--- src/rtl/crr_pkg.sv ---
package crr_pkg;
  typedef enum logic {
    SHARE_STANDBY = 1'b0,
    SHARE_ACTIVE  = 1'b1
  } share_state_e;
endpackage

--- src/rtl/crr_rapid_latch.sv ---
module crr_rapid_latch #(
  parameter int SYNC_STAGES = 2,
  parameter int DEB_CYC     = 8
) (
  input  logic clk,
  input  logic rst,
  input  logic line_in,
  output logic forced
);
  localparam int DW = (DEB_CYC > 1) ? $clog2(DEB_CYC) : 1;

  logic [SYNC_STAGES-1:0] chain;
  logic [DW-1:0]          low_cnt;
  logic                   line_s;

  genvar g;
  generate
    for (g = 0; g < SYNC_STAGES; g++) begin : g_sync
      if (g == 0) begin : g_first
        always_ff @(posedge clk) begin
          if (rst) chain[0] <= 1'b0;
          else     chain[0] <= line_in;
        end
      end else begin : g_next
        always_ff @(posedge clk) begin
          if (rst) chain[g] <= 1'b0;
          else     chain[g] <= chain[g-1];
        end
      end
    end
  endgenerate

  assign line_s = chain[SYNC_STAGES-1];

  always_ff @(posedge clk) begin
    if (rst) begin
      forced  <= 1'b0;
      low_cnt <= '0;
    end else if (line_s) begin
      forced  <= 1'b1;
      low_cnt <= '0;
    end else if (forced) begin
      if (low_cnt == DW'(DEB_CYC - 1)) begin
        forced  <= 1'b0;
        low_cnt <= '0;
      end else begin
        low_cnt <= low_cnt + 1'b1;
      end
    end else begin
      low_cnt <= '0;
    end
  end


  sync_sets_force_chk: assert property (@(posedge clk) disable iff (rst)
    line_s |=> forced);

  release_only_when_low_chk: assert property (@(posedge clk) disable iff (rst)
    $fell(forced) |-> !$past(line_s));
endmodule

--- src/rtl/crr_share_decide.sv ---
module crr_share_decide
  import crr_pkg::*;
#(
  parameter int SHARE_W = 8,
  parameter int SLOTS   = 4,
  parameter int HYST    = 4
) (
  input  logic                       clk,
  input  logic                       rst,
  input  logic                       mode_auto,
  input  logic                       cmd_on,
  input  logic [$clog2(SLOTS)-1:0]   slot_idx,
  input  logic [SHARE_W-1:0]         share_lvl,
  input  logic [SLOTS*SHARE_W-1:0]   thr_table,
  output share_state_e               state
);
  localparam int IDX_W = $clog2(SLOTS);

  logic [SHARE_W-1:0] my_thr;
  logic               wake, drop;
  share_state_e       state_d;

  assign my_thr = thr_table[slot_idx*SHARE_W +: SHARE_W];
  assign wake   = share_lvl > my_thr;
  assign drop   = ({1'b0, share_lvl} + (SHARE_W+1)'(HYST)) < {1'b0, my_thr};

  always_comb begin
    state_d = state;
    if (!mode_auto) begin
      state_d = cmd_on ? SHARE_ACTIVE : SHARE_STANDBY;
    end else if (slot_idx == IDX_W'(0)) begin
      state_d = SHARE_ACTIVE;
    end else if (state == SHARE_STANDBY && wake) begin
      state_d = SHARE_ACTIVE;
    end else if (state == SHARE_ACTIVE && drop) begin
      state_d = SHARE_STANDBY;
    end
  end

  always_ff @(posedge clk) begin
    if (rst) state <= SHARE_STANDBY;
    else     state <= state_d;
  end


  cmd_follow_chk: assert property (@(posedge clk) disable iff (rst)
    !mode_auto |=> (state == SHARE_ACTIVE) == $past(cmd_on));

  slot_zero_on_chk: assert property (@(posedge clk) disable iff (rst)
    (mode_auto && slot_idx == IDX_W'(0)) |=> state == SHARE_ACTIVE);
endmodule

--- src/rtl/crr_refresh_timer.sv ---
module crr_refresh_timer #(
  parameter int PERIOD = 32,
  parameter int WIDTH  = 3
) (
  input  logic clk,
  input  logic rst,
  input  logic hold,
  output logic in_window
);
  localparam int CW = (PERIOD > 1) ? $clog2(PERIOD) : 1;

  logic [CW-1:0] cnt;

  always_ff @(posedge clk) begin
    if (rst || hold)                  cnt <= '0;
    else if (cnt == CW'(PERIOD - 1))  cnt <= '0;
    else                              cnt <= cnt + 1'b1;
  end

  assign in_window = !hold && (cnt >= CW'(PERIOD - WIDTH));
endmodule

--- src/rtl/crr_share_ctrl.sv ---
module crr_share_ctrl
  import crr_pkg::*;
#(
  parameter int CLK_HZ         = 50_000_000,
  parameter int SHARE_W        = 8,
  parameter int SLOTS          = 4,
  parameter int HYST           = 4,
  parameter int DEBOUNCE_NS    = 160,
  parameter int SYNC_STAGES    = 2,
  parameter int REFRESH_PERIOD = 32,
  parameter int REFRESH_WIDTH  = 3,
  localparam int IDX_W         = $clog2(SLOTS)
) (
  input  logic                     clk,
  input  logic                     rst,
  input  logic                     mode_auto,
  input  logic                     cmd_on,
  input  logic [IDX_W-1:0]         slot_idx,
  input  logic [SHARE_W-1:0]       share_lvl,
  input  logic [SLOTS*SHARE_W-1:0] thr_table,
  input  logic                     rapid_on_in,
  output logic                     oring_en,
  output logic                     out_en,
  output logic                     refresh_pulse
);
  localparam int DEB_RAW = (CLK_HZ / 1000) * DEBOUNCE_NS / 1_000_000;
  localparam int DEB_CYC = (DEB_RAW < 1) ? 1 : DEB_RAW;

  share_state_e state;
  logic         forced, eff_on, window;

  crr_rapid_latch #(.SYNC_STAGES(SYNC_STAGES), .DEB_CYC(DEB_CYC)) u_rapid (
    .clk(clk), .rst(rst), .line_in(rapid_on_in), .forced(forced)
  );

  crr_share_decide #(.SHARE_W(SHARE_W), .SLOTS(SLOTS), .HYST(HYST)) u_decide (
    .clk(clk), .rst(rst), .mode_auto(mode_auto), .cmd_on(cmd_on),
    .slot_idx(slot_idx), .share_lvl(share_lvl), .thr_table(thr_table),
    .state(state)
  );

  assign eff_on = (state == SHARE_ACTIVE) || forced;

  crr_refresh_timer #(.PERIOD(REFRESH_PERIOD), .WIDTH(REFRESH_WIDTH)) u_refresh (
    .clk(clk), .rst(rst), .hold(eff_on), .in_window(window)
  );

  always_ff @(posedge clk) begin
    if (rst) begin
      oring_en      <= 1'b0;
      out_en        <= 1'b0;
      refresh_pulse <= 1'b0;
    end else begin
      oring_en      <= eff_on;
      out_en        <= eff_on || window;
      refresh_pulse <= window;
    end
  end


  forced_drives_out_chk: assert property (@(posedge clk) disable iff (rst)
    forced |=> (oring_en && out_en));

  no_refresh_when_on_chk: assert property (@(posedge clk) disable iff (rst)
    $past(state == SHARE_ACTIVE) |-> !refresh_pulse);

  standby_oring_off_chk: assert property (@(posedge clk) disable iff (rst)
    refresh_pulse |-> (!oring_en && out_en));
endmodule

--- config.mk ---
export PLATFORM = sky130hd
export DESIGN_NAME = crr_share_ctrl
export DESIGN_NICKNAME = d
export VERILOG_FILES = /design/src/rtl/crr_pkg.sv /design/src/rtl/crr_rapid_latch.sv /design/src/rtl/crr_share_decide.sv /design/src/rtl/crr_refresh_timer.sv /design/src/rtl/crr_share_ctrl.sv
export SDC_FILE = /design/constraint.sdc
export NUM_CORES = 1
export LEC_CHECK = 0
export ABC_CLOCK_PERIOD_IN_PS = 2200
export BUFFER_PORTS_ARGS = -buffer_cell sky130_fd_sc_hd__buf_4
export CAP_MARGIN = 20
export CORE_UTILIZATION = 30
export CTS_CLUSTER_DIAMETER = 120
export DETAILED_ROUTE_END_ITERATION = 8
export PLACE_DENSITY = 0.59
export SYNTH_ARGS = -nofsm -noshare
export SYNTH_HDL_FRONTEND = slang
export SYNTH_HIERARCHICAL = 1
export SYNTH_SLANG_ARGS = --single-unit
--- constraint.sdc ---
create_clock -name clk -period 2.2 [get_ports clk]
set_clock_uncertainty 0.05 [all_clocks]
set_input_delay 0.44 -clock clk [delete_from_list [all_inputs] [get_ports clk]]
set_output_delay 0.44 -clock clk [all_outputs]
set_load 0.02 [all_outputs]
==> impl_metrics.csv, run 1 <==
group,metric,value,unit
floorplan,die_x,65.05,um
critical_path,cp.arrival,2.17,ns
cells_and_area,drive_above_1_share,0.4857,
synthesis,yosysTopAreaCell,"dfxtp_1",
synthesis,synth.top_cell.area_share,0.2518,
critical_path,endpoint_kind,"flip-flop",
route,wl,2601,um
timing,slew_violations,0,
power_and_ir_drop,fin_total_pwr,0.0007895,W
hold_path,hold_path_class,"in -> reg",
cells_and_area,area_growth,46.80,%
timing,final_hold_viol_count,0,
critical_path,worstPathCellList,"buf_12 -> mux4_2 -> inv_2 -> ha_4 -> nor2b_2 -> o2111ai_1 -> a31oi_1 -> o311ai_1 -> a311oi_1",
critical_path,timing_worst_setup_path_type,"in -> reg",
floorplan,core,3744,um^2
route,routedWlPerCell,11.66,um
cells_and_area,final_nets,243,
critical_path,cp_max_fo,7,
place,hpwl,2327,um
synthesis,dominantRegCellSynth,"dfxtp_1",
synthesis,synthArstFlopShare,0,
grt,antenna_found_initial,0,
status,status,"finished, final reports clean",
place,dp.cells,219,
grt,grt-ovfl-total,0,
cts,tritoncts,"done",
synthesis,yosysWarnings,6,
power_and_ir_drop,power_switching,0.0002130,W
timing,fin_crit,2.097,ns
hold_path,min_to,"u_rapid/chain[0]",
timing,post-route-period-util,0.9531,
route,drtPass1Iterations,4,
critical_path,ff2ff_setup_slack,0.63,ns
cells_and_area,final_cells,223,
route,first_iter_violations,41,
route,drc,0,
critical_path,start_kind,"input port",
grt,grt_usage,0.1392,
power_and_ir_drop,max-vdd-ir-drop,0.1561,mV
critical_path,crit_slowest_cell,"mux4_2",
synthesis,synth_area,1192,um^2
synthesis,synthTopCellsByArea,"dfxtp_1 (25%), ha_1 (21%), mux4_2 (15%)",
synthesis,syn-num-nets,184,
power_and_ir_drop,cellInternalPower,0.0005765,W
critical_path,path_delay_family,"compound AO/OA/AOI/OAI gates",
synthesis,synth.distinct_cells,36,
critical_path,worst-path-stages,9,
power_and_ir_drop,p_leak,0.8336,nW
synthesis,synth_edf_count,0,
critical_path,startpoint,"slot_idx[0]",
synthesis,ys_seq_area_frac,0.2518,
power_and_ir_drop,power.density,451.0,nW/um^2
cells_and_area,antenna_cells,0,
timing,final-setup-viol-count,0,
critical_path,rr_worst_depth,5,
critical_path,required,2.27,ns
floorplan,die_area,4231,um^2
timing,fmax,476.9,MHz
power_and_ir_drop,comb_power_share,0.353,
cts,cts.clk_slew.worst_paths,0.06,ns
critical_path,timing.rr.start,"u_refresh/cnt[0]",
route,antenna_left,0,
critical_path,reg2reg_to,"u_refresh/cnt[2]",
synthesis,yosys_register_bits,15,
critical_path,worst-path-buf-inv,2,
hold_path,hold_depth,2,
floorplan,pin_count,50,
route,viasPerCell,4.969,
timing,worstMarginPinSlew,0.2703,ns
grt,first_global_vias,1201,
timing,tns,0,ns
power_and_ir_drop,netSwitchingFraction,0.2698,
cts,cts_setup_buffers,0,
cts,cts_buffers,3,
hold_path,holdCritStartpoint,"rapid_on_in",
synthesis,syn_area_per_cell,10.19,um^2
place,gp_congestion,0.7112,
timing,slew_headroom,0.8194,
synthesis,netlist_instances,117,
critical_path,critPathMaxStageDelay,0.50,ns
timing,hold_ws,0.3682,ns
synthesis,synth.most_common_cell,"ha_1",
floorplan,rows,22,
cts,clock_path_buffers,2,
floorplan,die_h,65.05,um
timing,rsz0062_at_grt,"false",
cts,hold_buffers,0,
cts,clockRootBuffer,"clkbuf_8",
cts,cts.sinks,15,
cts,htree_num_levels,1,
floorplan,start_util,0.3185,
place,port-buffer-count,49,
job,cap_violations,0,
cts,insertion_delay,0.24,ns
grt,grt_max_degree,12,
power_and_ir_drop,power_frac_seq,0.372,
synthesis,synth_commonest_cells,"ha_1 (20), dfxtp_1 (15), inv_1 (12), mux4_2 (8), nor2_1 (7)",
cts,cts_resized,0,
grt,grt_pass1_wl,4560,um
power_and_ir_drop,clockPowerShare,0.275,
route,num_vias,1108,
==> layout make-up <==
| class | instances | area, um^2 |
|---|---|---|
| clock buffers | 3 | 41.29 |
| clock inverters | 1 | 5.005 |
| fillers | 379 | 1993 |
| inverters | 12 | 45.04 |
| multi-input cells | 88 | 853.3 |
| flip-flops and latches | 15 | 300.3 |
| well taps | 48 | 60.06 |
| repair buffers | 56 | 445.4 |
==> power by group through the flow <==
stage,logic (W),clock network [W],registers [W]
2_1_floorplan,0.000144,0,0.000301
5_1_grt,0.000311,0.000243,0.000296
3_5_place_dp,0.000270,0,0.000300
4_1_cts,0.000271,0.000230,0.000294
3_3_place_gp,0.000261,0,0.000299
6_report,0.000278,0.000217,0.000294
==> sequential cells by signal (all words and copies together), names as in the netlist <==
register	count
u_rapid/line_s	1
u_rapid/low_cnt	3
out_en	1
u_rapid/forced	1
u_decide/state	1
u_refresh/cnt	5
refresh_pulse	1
oring_en	1
u_rapid/chain	1
==> cell families after synthesis <==
kind of cell | count (synthesis) | synth area share
buffers and inverters | 14 | 0.04511
AND/OR/NAND/NOR | 38 | 0.2099
XOR/XNOR | 5 | 0.03672
AO/OA/AOI/OAI | 16 | 0.08604
flip-flops | 15 | 0.2518
multiplexers | 9 | 0.1605
adder cells (fa/ha/maj) | 20 | 0.2099
==> stage by stage <==
step	cell area (um^2)	worst slack, ns	util
2_1_floorplan	1209	0.001264	-
3_3_place_gp	1677	-0.1564	0.4479
6_report	1750	0.1032	0.4676
4_1_cts	1723	0.08614	0.4602
5_1_grt	1750	0.01142	0.4676
3_5_place_dp	1677	-0.1707	0.4479
==> cell usage in the layout (no fill, tap or decap), types with 2 or more instances in the layout <==
master,n
inv_2,3
mux4_2,8
inv_1,9
nand3_1,5
xnor2_1,4
nor2b_1,2
nor2_2,2
buf_12,2
a21oi_1,3
and3_1,3
a31oi_1,2
and2_2,2
buf_4,54
nor3_1,2
nor2_1,7
ha_1,19
o21ai_0,3
and2b_2,3
a211oi_1,2
o21ai_1,2
dfxtp_1,15
clkbuf_8,3
==> worst reg2reg max path, cell delays in order (launching register included) <==
cell	delay [ns]
dfxtp_1	0.36
ha_1	0.25
and3_1	0.19
ha_1	0.21
or3_4	0.36
nor2_2	0.10
==> per-layer routing <==
metal | routed length (um) | up-vias | global-route usage
li1 | - | 549 | -
met1 | 1008 | 497 | 0.1278
met3 | 177 | 6 | 0.02817
met2 | 1359 | 56 | 0.2799
met5 | 0 | - | 0
met4 | 56 | 0 | 0.07337
==> worst max-delay path by stage <==
stage | to | slack [ns]
detailed placement | u_decide/state | -0.17
finish | u_decide/state | 0.10
CTS | u_decide/state | 0.09
global placement | u_decide/state | -0.16
global route | u_decide/state | 0.01
floorplan | u_decide/state | 0.001
Note: power is estimated with default switching activity, not from simulation.
==> run 2: changes to the inputs <==
ABC_CLOCK_PERIOD_IN_PS = 2610   (was 2200)
CORE_UTILIZATION = 47   (was 30)
PLACE_DENSITY = 0.82   (was 0.59)
SYNTH_HIERARCHICAL = default   (was 1)
clock period = 2.61 ns   (was 2.2 ns; I/O delays follow)
==> impl_metrics.csv, run 2 <==
group,metric,value,unit
place,hpwl,2102,um
cts,hold_buffers,0,
floorplan,pin_count,50,
critical_path,startpoint,"slot_idx[0]",
cts,cts.sinks,15,
cells_and_area,multi_input_area,805.8,um^2
synthesis,yosys_register_bits,15,
critical_path,required,2.73,ns
floorplan,die_h,51.87,um
route,viasPerCell,5.447,
grt,grt_usage,0.2043,
grt,grt-ovfl-total,0,
synthesis,synth_commonest_cells,"ha_1 (20), dfxtp_1 (15), inv_1 (11), nor2_1 (11), mux4_2 (7)",
critical_path,timing.rr.start,"u_refresh.cnt[0]",
hold_path,holdCritStartpoint,"u_rapid.low_cnt[0]",
cts,cts.clk_slew.worst_paths,0.09,ns
cells_and_area,top_regs,"u_refresh.cnt x5, u_rapid.low_cnt x3",
cells_and_area,area_growth,35.01,%
timing,fin_crit,2.153,ns
hold_path,min_to,"u_rapid.low_cnt[0]",
critical_path,critPathMaxStageDelay,0.52,ns
timing,tns,0,ns
synthesis,synth.top_cell.area_share,0.2570,
cts,cts_resized,0,
cts,tritoncts,"done",
synthesis,yosysWarnings,0,
cells_and_area,fillerInstances,178,
cts,htree_num_levels,1,
cells_and_area,ff_latch_area,300.3,um^2
synthesis,synthArstFlopShare,0,
synthesis,synthTopCellsByArea,"dfxtp_1 (26%), ha_1 (21%), mux4_2 (13%)",
synthesis,synth_area,1169,um^2
critical_path,cp_max_fo,10,
route,antenna_left,0,
route,num_vias,1084,
critical_path,timing_worst_setup_path_type,"in -> reg",
synthesis,synth_edf_count,0,
critical_path,worst-path-buf-inv,2,
cells_and_area,antenna_cells,0,
synthesis,syn_area_per_cell,9.658,um^2
cts,clock_path_buffers,2,
floorplan,rows,17,
synthesis,yosysTopAreaCell,"dfxtp_1",
cells_and_area,layout_commonest_cell,"buf_4",
grt,grt_pass1_wl,4091,um
synthesis,syn-num-nets,188,
critical_path,endpoint_kind,"flip-flop",
cells_and_area,largest_reg_flops,5,
route,drtPass1Iterations,4,
floorplan,die_area,2690,um^2
place,gp_congestion,0.8644,
hold_path,hold_depth,1,
place,port-buffer-count,49,
floorplan,start_util,0.5135,
critical_path,cp_common_cell,"a311oi_1",
timing,final_hold_viol_count,0,
hold_path,hold_path_class,"reg -> reg",
timing,final-setup-viol-count,0,
cells_and_area,final_nets,239,
critical_path,crit_slowest_cell,"mux4_2",
route,drc,0,
critical_path,ff2ff_setup_slack,1.19,ns
cts,cts_buffers,3,
job,cap_violations,0,
critical_path,start_kind,"input port",
critical_path,cp.arrival,2.27,ns
status,status,"finished, final reports clean",
route,routedWlPerCell,12.14,um
cts,insertion_delay,0.28,ns
floorplan,die_x,51.87,um
power_and_ir_drop,p_leak,0.7874,nW
critical_path,rr_worst_depth,6,
timing,fmax,464.4,MHz
cells_and_area,fin_area,1578,um^2
power_and_ir_drop,power.density,368.4,nW/um^2
cts,cts_setup_buffers,0,
grt,antenna_found_initial,0,
timing,worstMarginPinSlew,0.2556,ns
synthesis,ys_seq_area_frac,0.2570,
timing,slew_violations,0,
cts,clockRootBuffer,"clkbuf_4",
synthesis,dominantRegCellSynth,"dfxtp_1",
synthesis,netlist_instances,121,
floorplan,core,2276,um^2
timing,slew_headroom,0.8281,
power_and_ir_drop,max-vdd-ir-drop,0.2242,mV
cells_and_area,final_cell_mix,"buf_4 (49), ha_1 (20), dfxtp_1 (15), inv_1 (11), nor2_1 (11)",
synthesis,synth.most_common_cell,"ha_1",
timing,post-route-period-util,0.8250,
cells_and_area,drive_above_1_share,0.3626,
synthesis,synth.distinct_cells,34,
route,wl,2415,um
place,postPlaceCellArea,1550,um^2
grt,grt_max_degree,12,
cells_and_area,regMostFlops,"u_refresh.cnt",
critical_path,worstPathCellList,"buf_4 -> mux4_2 -> inv_1 -> ha_1 -> nor2b_4 -> o2111ai_1 -> a31oi_1 -> a311oi_1 -> a311oi_1",
route,first_iter_violations,9,
critical_path,path_delay_family,"compound AO/OA/AOI/OAI gates",
grt,first_global_vias,1061,
timing,rsz0062_at_grt,"false",
critical_path,reg2reg_to,"u_refresh.cnt[2]",
[run 2: cell families after synthesis]
group | count (synthesis) | share of synthesized area
fa+ha+maj | 20 | 0.2141
flops | 15 | 0.2570
simple gates | 37 | 0.1660
compound gates | 20 | 0.1114
mux | 9 | 0.1531
xor+xnor | 6 | 0.04497
buf+inv | 14 | 0.05353
[run 2: per-stage QoR]
stage | hold slack, ns | total power, W | setup WS, ns | std cells | util
5_1_grt | 0.4192 | 0.0006179 | 0.3574 | 199 | 0.6932
2_1_floorplan | 0.3571 | 0.0003722 | 0.3247 | 121 | -
3_3_place_gp | 0.3700 | 0.0004480 | 0.1919 | 195 | 0.6811
4_1_cts | 0.3846 | 0.0005877 | 0.4797 | 199 | 0.6932
6_report | 0.3889 | 0.0005812 | 0.4569 | 199 | 0.6932
3_5_place_dp | 0.3769 | 0.0004552 | 0.1584 | 195 | 0.6811
[run 2: layout make-up]
cell class / count / area share
clock buffers: 3 / 0.01427
multi-input cells: 92 / 0.5107
repair buffers: 49 / 0.2331
clock inverters: 1 / 0.003172
flip-flops and latches: 15 / 0.1903
inverters: 11 / 0.02617
well taps: 28 / 0.02220
[run 2: how the worst max path moves through the flow]
stage                          end  cells past startpoint
finish              u_decide.state                      9
global route        u_decide.state                      9
CTS                 u_decide.state                      9
detailed placement  u_decide.state                      9
global placement    u_decide.state                      9
floorplan           u_decide.state                      9
[run 2: routing by layer]
layer	up-vias	track usage	part of all wire
li1	542	-	-
met3	4	0.02339	0.078
met5	-	0	0
met2	49	0.3889	0.53
met4	0	0.1081	0.017
met1	489	0.2140	0.37
[run 2: power breakdown]
part           internal [W]  switching, W
sequential         0.000239    0.00000805
combinational      0.000117     0.0000856
clock             0.0000570     0.0000746
==> run 3: changes to the inputs <==
ABC_CLOCK_PERIOD_IN_PS = 2200   (was 2610)
clock period = 2.2 ns   (was 2.61 ns; I/O delays follow)
==> impl_metrics.csv, run 3 (synthesis gave the netlist of run 2 again) <==
group,metric,value,unit
power_and_ir_drop,p_leak,0.8114,nW
floorplan,die_h,51.87,um
route,viasPerCell,5.402,
cells_and_area,largest_reg_flops,5,
cells_and_area,regMostFlops,"u_refresh.cnt",
power_and_ir_drop,fin_total_pwr,0.0006923,W
cts,hold_buffers,0,
cts,htree_num_levels,1,
place,port-buffer-count,49,
floorplan,die_area,2690,um^2
cells_and_area,final_cell_mix,"buf_4 (54), ha_1 (20), dfxtp_1 (15), inv_1 (11), nor2_1 (11)",
timing,slew_headroom,0.8333,
floorplan,start_util,0.5135,
cts,cts_buffers,3,
cells_and_area,fin_area,1615,um^2
status,status,"finished, final reports clean",
timing,post-route-period-util,0.9058,
route,routedWlPerCell,11.60,um
hold_path,hold_path_class,"in -> reg",
cts,clockRootBuffer,"clkbuf_4",
route,drc,0,
cells_and_area,area_growth,38.22,%
critical_path,timing_worst_setup_path_type,"in -> reg",
timing,hold_ws,0.3167,ns
place,postPlaceCellArea,1588,um^2
route,first_iter_violations,16,
critical_path,start_kind,"input port",
floorplan,core,2276,um^2
timing,rsz0062_at_grt,"false",
timing,worstMarginPinSlew,0.2479,ns
cells_and_area,antenna_cells,0,
floorplan,pin_count,50,
timing,final-setup-viol-count,0,
route,antenna_left,0,
critical_path,cp.arrival,2.10,ns
route,wl,2366,um
grt,antenna_found_initial,0,
cts,cts_resized,0,
floorplan,rows,17,
route,drtPass1Iterations,4,
power_and_ir_drop,power.density,428.6,nW/um^2
timing,fin_crit,1.993,ns
critical_path,required,2.31,ns
cts,tritoncts,"done",
timing,fmax,501.8,MHz
cells_and_area,top_regs,"u_refresh.cnt x5, u_rapid.low_cnt x3",
cts,clock_path_buffers,2,
timing,tns,0,ns
grt,first_global_vias,1153,
cts,insertion_delay,0.27,ns
grt,grt_pass1_wl,4222,um
cts,cts_setup_buffers,0,
cts,cts.clk_slew.worst_paths,0.09,ns
cts,cts.sinks,15,
critical_path,cp_max_fo,7,
power_and_ir_drop,max-vdd-ir-drop,0.3522,mV
route,num_vias,1102,
place,gp_congestion,0.8504,
grt,grt-ovfl-total,0,
place,hpwl,2108,um
floorplan,die_x,51.87,um
grt,grt_max_degree,12,
grt,grt_usage,0.2034,
critical_path,endpoint_kind,"flip-flop",
cells_and_area,final_nets,244,
cells_and_area,layout_commonest_cell,"buf_4",
timing,slew_violations,0,
cells_and_area,drive_above_1_share,0.3807,
timing,final_hold_viol_count,0,
job,cap_violations,0,
run 3: cell count changes in the layout (fill, tap and decap cells not counted), sizes merged:
cell | before | now
buf | 49 | 54
run 3: worst max-delay path: stages:
cell	delay, ns
buf_4	0.14
mux4_2	0.50
inv_1	0.07
ha_1	0.24
nor2b_4	0.14
o2111ai_1	0.17
a31oi_1	0.10
a311oi_1	0.20
a311oi_1	0.11
run 3: cell type report:
class	instances	area (um^2)
fill	169	660.6
tap	28	35.03
timing repair buffer	54	405.4
clock buffer	3	22.52
multi-input combinational	92	805.8
inverter	11	41.29
sequential	15	300.3
clock inverter	1	5.005
run 3: per-layer routing:
metal | vias up | global-route usage | share of wire
met5 | - | 0 | 0
met3 | 6 | 0.02047 | 0.067
met4 | 0 | 0.09009 | 0.016
met2 | 51 | 0.3889 | 0.50
met1 | 491 | 0.2206 | 0.42
li1 | 554 | - | -
run 3: path summary, 6_finish.rpt:
| path | from | to | slack (ns) | depth (start not counted) |
|---|---|---|---|---|
| setup reg to reg | u_refresh.cnt[0] | u_refresh.cnt[3] | 0.83 | 6 |
| setup / recovery | slot_idx[0] | u_decide.state | 0.21 | 9 |
| hold reg to reg | u_rapid.low_cnt[0] | u_rapid.low_cnt[0] | 0.39 | 1 |
| hold / removal | rapid_on_in | u_rapid.chain[0] | 0.32 | 2 |
run 3: through the flow:
step                std cells    util  worst slack (ns)
global placement          200  0.6976          -0.06696
CTS                       204  0.7097            0.2064
detailed placement        200  0.6976          -0.09691
global route              204  0.7097           0.07288
finish                    204  0.7097            0.2072
floorplan                 121       -           0.01474
run 3: power by group:
| part | internal, W | switching, W | leakage (nW) | total [W] |
|---|---|---|---|---|
| combinational | 0.000146 | 0.000104 | 0.671 | 0.000250 |
| sequential | 0.000283 | 0.0000100 | 0.123 | 0.000293 |
| clock | 0.0000673 | 0.0000812 | 0.0177 | 0.000149 |
